## src/rtl/nrzi_pkg.sv

```systemverilog
package nrzi_pkg;

  typedef enum logic [1:0] {
    TX_IDLE = 2'd0,
    TX_SYNC = 2'd1,
    TX_DATA = 2'd2
  } tx_state_e;

  // Line level after sending bit b from level cur: zero flips, one holds.
  function automatic logic nrzi_level(input logic cur, input logic b);
    return b ? cur : ~cur;
  endfunction

  // Bit recovered from two successive line samples.
  function automatic logic nrzi_bit(input logic prev, input logic now);
    return (prev == now);
  endfunction

endpackage

```

## src/rtl/nrzi_stuff_tx.sv

```systemverilog
module nrzi_stuff_tx #(
  parameter int          RUN_LEN      = 6,
  parameter int          SYNC_W       = 8,
  parameter logic [7:0]  SYNC_PATTERN = 8'h80
) (
  input  logic clk,
  input  logic rst_n,
  input  logic bit_en,
  input  logic tx_valid,
  input  logic tx_bit,
  output logic tx_ready,
  output logic emit,
  output logic wire_bit,
  output logic go_idle,
  output logic stuff_slot
);
  import nrzi_pkg::*;

  localparam int CW = $clog2(RUN_LEN + 1);
  localparam int IW = (SYNC_W > 1) ? $clog2(SYNC_W) : 1;
  localparam logic [CW-1:0] RUN_MAX  = CW'(RUN_LEN);
  localparam logic [IW-1:0] SYNC_END = IW'(SYNC_W - 1);

  tx_state_e     state_q, state_n;
  logic [IW-1:0] idx_q, idx_n;
  logic [CW-1:0] ones_q, ones_n;

  function automatic logic [CW-1:0] run_after(input logic [CW-1:0] c, input logic b);
    return b ? c + 1'b1 : '0;
  endfunction

  assign stuff_slot = (state_q == TX_DATA) && (ones_q == RUN_MAX);
  assign tx_ready   = (state_q == TX_DATA) && !stuff_slot;

  always_comb begin
    state_n  = state_q;
    idx_n    = idx_q;
    ones_n   = ones_q;
    emit     = 1'b0;
    wire_bit = 1'b0;
    go_idle  = 1'b0;
    unique case (state_q)
      TX_IDLE: begin
        if (bit_en && tx_valid) begin
          emit     = 1'b1;
          wire_bit = SYNC_PATTERN[0];
          ones_n   = run_after('0, SYNC_PATTERN[0]);
          if (SYNC_W > 1) begin
            state_n = TX_SYNC;
            idx_n   = IW'(1);
          end else begin
            state_n = TX_DATA;
          end
        end
      end
      TX_SYNC: begin
        if (bit_en) begin
          emit     = 1'b1;
          wire_bit = SYNC_PATTERN[idx_q];
          ones_n   = run_after(ones_q, SYNC_PATTERN[idx_q]);
          if (idx_q == SYNC_END) begin
            state_n = TX_DATA;
            idx_n   = '0;
          end else begin
            idx_n = idx_q + 1'b1;
          end
        end
      end
      TX_DATA: begin
        if (bit_en) begin
          if (stuff_slot) begin
            emit     = 1'b1;
            wire_bit = 1'b0;
            ones_n   = '0;
          end else if (tx_valid) begin
            emit     = 1'b1;
            wire_bit = tx_bit;
            ones_n   = run_after(ones_q, tx_bit);
          end else begin
            go_idle = 1'b1;
            ones_n  = '0;
            state_n = TX_IDLE;
          end
        end
      end
      default: state_n = TX_IDLE;
    endcase
  end

  always_ff @(posedge clk or negedge rst_n) begin
    if (!rst_n) begin
      state_q <= TX_IDLE;
      idx_q   <= '0;
      ones_q  <= '0;
    end else begin
      state_q <= state_n;
      idx_q   <= idx_n;
      ones_q  <= ones_n;
    end
  end

  AST_TX_RUN_BOUND: assert property (@(posedge clk) disable iff (!rst_n)
    ones_q <= RUN_MAX);

  AST_TX_NO_TAKE_WHILE_IDLE: assert property (@(posedge clk) disable iff (!rst_n)
    (state_q == TX_IDLE) |-> !tx_ready);

endmodule

```

## src/rtl/nrzi_line_drv.sv

```systemverilog
module nrzi_line_drv (
  input  logic clk,
  input  logic rst_n,
  input  logic bit_en,
  input  logic emit,
  input  logic wire_bit,
  input  logic go_idle,
  output logic tx_dp,
  output logic tx_dm,
  output logic tx_oe
);
  import nrzi_pkg::*;

  logic dp_q, dm_q, oe_q;
  logic next_level;

  assign next_level = nrzi_level(dp_q, wire_bit);

  always_ff @(posedge clk or negedge rst_n) begin
    if (!rst_n) begin
      dp_q <= 1'b1;
      dm_q <= 1'b0;
      oe_q <= 1'b0;
    end else if (bit_en && go_idle) begin
      dp_q <= 1'b1;
      dm_q <= 1'b0;
      oe_q <= 1'b0;
    end else if (bit_en && emit) begin
      dp_q <= next_level;
      dm_q <= ~next_level;
      oe_q <= 1'b1;
    end
  end

  assign tx_dp = dp_q;
  assign tx_dm = dm_q;
  assign tx_oe = oe_q;

  AST_ZERO_FLIPS: assert property (@(posedge clk) disable iff (!rst_n)
    (bit_en && emit && !go_idle && !wire_bit) |=> (dp_q != $past(dp_q)));

  AST_ONE_HOLDS: assert property (@(posedge clk) disable iff (!rst_n)
    (bit_en && emit && !go_idle && wire_bit) |=> $stable(dp_q));

  AST_QUIET_OFF_STROBE: assert property (@(posedge clk) disable iff (!rst_n)
    !bit_en |=> $stable(dp_q));

  AST_DIFF_PAIR: assert property (@(posedge clk) disable iff (!rst_n)
    dp_q != dm_q);

  AST_IDLE_LINE: assert property (@(posedge clk) disable iff (!rst_n)
    !oe_q |-> dp_q);

endmodule

```

## src/rtl/nrzi_destuff_rx.sv

```systemverilog
module nrzi_destuff_rx #(
  parameter int RUN_LEN = 6
) (
  input  logic clk,
  input  logic rst_n,
  input  logic bit_en,
  input  logic rx_en,
  input  logic rx_dp,
  output logic rx_valid,
  output logic rx_bit,
  output logic rx_stuff_err,
  output logic drop_evt,
  output logic err_evt
);
  import nrzi_pkg::*;

  localparam int CW = $clog2(RUN_LEN + 1);
  localparam logic [CW-1:0] RUN_MAX = CW'(RUN_LEN);

  logic          prev_q;
  logic [CW-1:0] run_q;
  logic          valid_q, bit_q, err_q;
  logic          raw_bit, at_limit, strobe;

  assign strobe   = rx_en && bit_en;
  assign raw_bit  = nrzi_bit(prev_q, rx_dp);
  assign at_limit = (run_q == RUN_MAX);
  assign drop_evt = strobe && at_limit && !raw_bit;
  assign err_evt  = strobe && at_limit && raw_bit;

  always_ff @(posedge clk or negedge rst_n) begin
    if (!rst_n) begin
      prev_q  <= 1'b1;
      run_q   <= '0;
      valid_q <= 1'b0;
      bit_q   <= 1'b0;
      err_q   <= 1'b0;
    end else begin
      valid_q <= 1'b0;
      err_q   <= 1'b0;
      if (!rx_en) begin
        prev_q <= 1'b1;
        run_q  <= '0;
      end else if (bit_en) begin
        prev_q <= rx_dp;
        if (at_limit) begin
          run_q <= '0;
          err_q <= raw_bit;
        end else begin
          valid_q <= 1'b1;
          bit_q   <= raw_bit;
          run_q   <= raw_bit ? run_q + 1'b1 : '0;
        end
      end
    end
  end

  assign rx_valid     = valid_q;
  assign rx_bit       = bit_q;
  assign rx_stuff_err = err_q;

  AST_RX_EXCLUSIVE: assert property (@(posedge clk) disable iff (!rst_n)
    !(valid_q && err_q));

  AST_RX_DROP_SILENT: assert property (@(posedge clk) disable iff (!rst_n)
    drop_evt |=> (!valid_q && !err_q));

  AST_RX_ERR_PULSE: assert property (@(posedge clk) disable iff (!rst_n)
    err_evt |=> (err_q && run_q == '0));

  AST_RX_RUN_BOUND: assert property (@(posedge clk) disable iff (!rst_n)
    run_q <= RUN_MAX);

  AST_RX_OFF_RESETS: assert property (@(posedge clk) disable iff (!rst_n)
    !rx_en |=> (prev_q && run_q == '0));

endmodule

```

## src/rtl/nrzi_link_codec.sv

```systemverilog
module nrzi_link_codec #(
  parameter int         RUN_LEN      = 6,
  parameter int         SYNC_W       = 8,
  parameter logic [7:0] SYNC_PATTERN = 8'h80
) (
  input  logic clk,
  input  logic rst_n,
  input  logic bit_en,
  input  logic tx_valid,
  input  logic tx_bit,
  output logic tx_ready,
  output logic tx_dp,
  output logic tx_dm,
  output logic tx_oe,
  input  logic rx_en,
  input  logic rx_dp,
  output logic rx_valid,
  output logic rx_bit,
  output logic rx_stuff_err
);

  logic emit, wire_bit, go_idle, stuff_slot;
  logic drop_evt, err_evt;

  nrzi_stuff_tx #(
    .RUN_LEN     (RUN_LEN),
    .SYNC_W      (SYNC_W),
    .SYNC_PATTERN(SYNC_PATTERN)
  ) u_tx (
    .clk       (clk),
    .rst_n     (rst_n),
    .bit_en    (bit_en),
    .tx_valid  (tx_valid),
    .tx_bit    (tx_bit),
    .tx_ready  (tx_ready),
    .emit      (emit),
    .wire_bit  (wire_bit),
    .go_idle   (go_idle),
    .stuff_slot(stuff_slot)
  );

  nrzi_line_drv u_drv (
    .clk     (clk),
    .rst_n   (rst_n),
    .bit_en  (bit_en),
    .emit    (emit),
    .wire_bit(wire_bit),
    .go_idle (go_idle),
    .tx_dp   (tx_dp),
    .tx_dm   (tx_dm),
    .tx_oe   (tx_oe)
  );

  nrzi_destuff_rx #(
    .RUN_LEN(RUN_LEN)
  ) u_rx (
    .clk         (clk),
    .rst_n       (rst_n),
    .bit_en      (bit_en),
    .rx_en       (rx_en),
    .rx_dp       (rx_dp),
    .rx_valid    (rx_valid),
    .rx_bit      (rx_bit),
    .rx_stuff_err(rx_stuff_err),
    .drop_evt    (drop_evt),
    .err_evt     (err_evt)
  );

  AST_STUFF_FORCES_EDGE: assert property (@(posedge clk) disable iff (!rst_n)
    (bit_en && stuff_slot) |=> (tx_dp != $past(tx_dp) && tx_oe));

  AST_STUFF_NOT_TAKEN: assert property (@(posedge clk) disable iff (!rst_n)
    stuff_slot |-> !tx_ready);

  AST_STUFF_BEFORE_END: assert property (@(posedge clk) disable iff (!rst_n)
    (bit_en && stuff_slot) |=> tx_oe);

endmodule

```

## config.mk

```make
export PLATFORM = sky130hd
export DESIGN_NAME = nrzi_link_codec
export DESIGN_NICKNAME = d
export VERILOG_FILES = /design/src/rtl/nrzi_pkg.sv /design/src/rtl/nrzi_stuff_tx.sv /design/src/rtl/nrzi_line_drv.sv /design/src/rtl/nrzi_destuff_rx.sv /design/src/rtl/nrzi_link_codec.sv
export SDC_FILE = /design/constraint.sdc
export NUM_CORES = 1
export LEC_CHECK = 0
export ABC_AREA = 1
export BUFFER_PORTS_ARGS = -buffer_cell sky130_fd_sc_hd__buf_2
export CAP_MARGIN = 25
export CORE_MARGIN = 2
export CORE_UTILIZATION = 35
export DETAILED_ROUTE_END_ITERATION = 16
export REMOVE_ABC_BUFFERS = 1
export SLEW_MARGIN = 20
export SYNTH_ARGS = -nofsm -noshare
export SYNTH_HDL_FRONTEND = slang
export SYNTH_SLANG_ARGS = --single-unit
```

## constraint.sdc

```tcl
create_clock -name clk -period 2.5 [get_ports clk]
set_clock_uncertainty 0.2 [all_clocks]
set_input_delay 0.375 -clock clk [delete_from_list [all_inputs] [get_ports clk]]
set_output_delay 0.375 -clock clk [all_outputs]
set_load 0.01 [all_outputs]
```

==> flow_summary_export.csv <==
group,metric,value,unit
synth,synth_area_leader_cell,"dfrtp_1",
timing,fin_crit_sh,0.821,
synth,yosys.area_share.adder,0.128,
floorplan,start_util,0.360,
synth,synth_most_common_cell,"nand2_1",
placement,placed_cells,171,
floorplan,die-area,3520,sq um
drt,first_pass_iters,4,
synth,synth_edf_count,0,
clock_network,cts_tree,"done",
synth,synth_compound_area_frac,0.134,
synth,syn_inst,125,
clock_network,clockBufferDepth,2,
critical_path,rr_startpoint,"u_tx.state_q[0]$_DFFE_PN0P_",
timing,setup_viol,0,
timing,fmax,487,MHz
floorplan,fp.dieW,59.4,um
synth,yosysSeqAreaShare,0.422,
clock_network,htreeDepth,1,
critical_path,critPathKind,"reg2out",
worst_hold_path,hold_class,"in2reg",
grt,grt_pass1_wl,3.46,mm
drt,wl_per_cell,11.5,um
synth,synthTopCellsByArea,"dfrtp_1, ha_1, nand2_1",
drt,drcViolationCount,0,
floorplan,io_pins,14,
synth,ys_types,21,
critical_path,reg2reg_depth,7,
power,vdd_ir_drop_max,0.336,mV
worst_hold_path,hp-start,"rx_dp",
synth,synth_area,1070,sq um
synth,yosysWarnings,0,
synth,synth.top_cell.area_share,0.373,
drt,vias,849,
power,power_per_cell_area,903,nW/um^2
critical_path,r2r_slack,750,ps
clock_network,cts-root-buf,"clkbuf_4",
cells_and_area,drive_gt1_frac,0.259,
cells_and_area,fin_cells,176,
synth,synthXorXnorAreaFrac,0.0163,
timing,timing.final.max_slew_violations,0,
clock_network,clock_latency,300,ps
synth,synth_commonest_cells,"nand2_1, inv_1, dfrtp_1",
grt,grt_max_degree,19,
critical_path,start_kind,"flip-flop",
cells_and_area,area_growth,14.2,%
timing,fin_crit,2050,ps
cells_and_area,num_antenna_cells,0,
placement,dp.final_hpwl,1.63,mm
placement,gp_congestion,0.778,
clock_network,ctsResizeCount,0,
cells_and_area,finalNetCount,162,
timing,fin_tns_setup,0,ps
synth,synth-async-reset-ratio,1.00,
synth,avgSynthCellArea,8.58,sq um
grt,antenna_found_initial,0,
synth,synth_top_family_by_area,"simple AND/OR/NAND/NOR gates",
critical_path,crit_start,"u_tx.state_q[0]$_DFFE_PN0P_",
power,p_leak,0.000628,uW
floorplan,coreArea,2980,sq um
grt,grt_pass1_vias,794,
status,outcome,"complete, no violations",
drt,vias_per_cell,4.82,
clock_network,clk_pin_slew_worst_paths,110,ps
timing,worstMarginPinSlew,413,ps
critical_path,crit_fanout,5,
synth,yosys.area_share.simple,0.229,
timing,grt_setup_unrepaired,"false",
synth,synth_ff_type,"dfrtp_1",
placement,io_buffers,13,
synth,synth.area.mux_share,0,
job,maxCapViolCount,0,
critical_path,r2r_end,"u_tx.idx_q[0]$_DFFE_PN0P_",
clock_network,cts_sinks,18,
grt,track_usage,0.134,
drt,wl,2.02,mm
drt,drtAntennaViolNets,0,
drt,drt-initial-drc-count,15,
timing,maxSlewHeadroom,0.725,
floorplan,rows,20,
critical_path,cp-endpoint,"tx_ready",
clock_network,numCtsBuffers,3,
synth,ys_ff_latch,18,
critical_path,crit_path_end_kind,"output port",
timing,finalHoldViolations,0,
floorplan,die_height,59.4,um
grt,grt.overflow.total,0,
critical_path,arrival,1480,ps
critical_path,required,1920,ps
[area by class of cell]
| cell class | instances | area (sq um) |
|---|---|---|
| clock buffer | 4 | 36.3 |
| fill | 307 | 1750 |
| inverter | 20 | 75.1 |
| multi-input combinational | 87 | 544 |
| sequential | 18 | 453 |
| tap | 33 | 41.3 |
| timing repair buffer | 14 | 75.1 |
[power breakdown]
part | switching, uW | internal [uW]
Clock | 98.7 | 88.8
Combinational | 311 | 187
Sequential | 52.2 | 368
Total | 462 | 644
[per-layer routing]
metal | GRT usage | part of all wire | up-vias
met5 | 0 | 0 | -
met4 | 0.0325 | 0.0049 | 0
met3 | 0.0393 | 0.036 | 2
met2 | 0.239 | 0.51 | 14
met1 | 0.157 | 0.45 | 396
li1 | - | - | 437
[registers in the layout (all words and copies together), names as in the netlist, 2 cells and up]
signal        flops
u_rx.run_q        3
u_tx.idx_q        3
u_tx.ones_q       3
u_tx.state_q      2
[logic make-up after synthesis]
logic type | Yosys count
and+or+nand+nor | 53
adders and majority gates | 11
DFF | 18
AOI/OAI and AO/OA | 21
xor gates and xnor gates | 2
buffers and inverters | 20
[timing repair]
action	in CTS	in global routing
hold buffers	1	0
setup buffers	0	0
hold endpoints to repair	16	0
[cells in the final DEF, fill, tap and decap left out]
cell	count
nand2_1	29
inv_1	18
dfrtp_1	16
buf_2	13
ha_1	11
nand3_1	9
nor2_1	6
o21ai_1	5
o21ai_0	5
o21ai_2	4
a21oi_2	3
nand2_2	3
nor2_2	3
clkbuf_4	3
xnor2_1	2
inv_2	2
nand3_2	2
dfstp_2	2
nor2_4	1
o22a_1	1
o211ai_1	1
o21a_1	1
o2111ai_1	1
clkbuf_8	1
dlygate4sd3_1	1
[per-stage QoR]
| stage | setup WS (ps) | cell area [sq um] | utilization | hold WS, ps | total power, uW |
|---|---|---|---|---|---|
| 2_1_floorplan | 948 | 1070 | - | -121 | 795 |
| 3_3_place_gp | 818 | 1180 | 0.396 | 132 | 905 |
| 3_5_place_dp | 791 | 1180 | 0.396 | 139 | 928 |
| 4_1_cts | 449 | 1220 | 0.411 | 137 | 1120 |
| 5_1_grt | 333 | 1220 | 0.411 | 137 | 1210 |
| 6_report | 447 | 1220 | 0.411 | 139 | 1110 |
[worst min path at each step]
stage	to	slack, ps	depth (start not counted)
finish	u_rx.prev_q$_DFFE_PN1P_	140	2
global placement	u_drv.tx_dm$_DFFE_PN0P_	130	1
detailed placement	u_tx.state_q[0]$_DFFE_PN0P_	140	1
CTS	u_rx.prev_q$_DFFE_PN1P_	140	2
floorplan	u_drv.tx_dm$_DFFE_PN0P_	-120	0
global route	u_rx.prev_q$_DFFE_PN1P_	140	2
[critical path, cell delays in order (launching register included)]
cell and delay (ps):
dfrtp_1 460, inv_1 110, ha_1 240, inv_1 90, a21oi_2 130, buf_2 150
No activity file was read; power rests on OpenSTA's default activity.
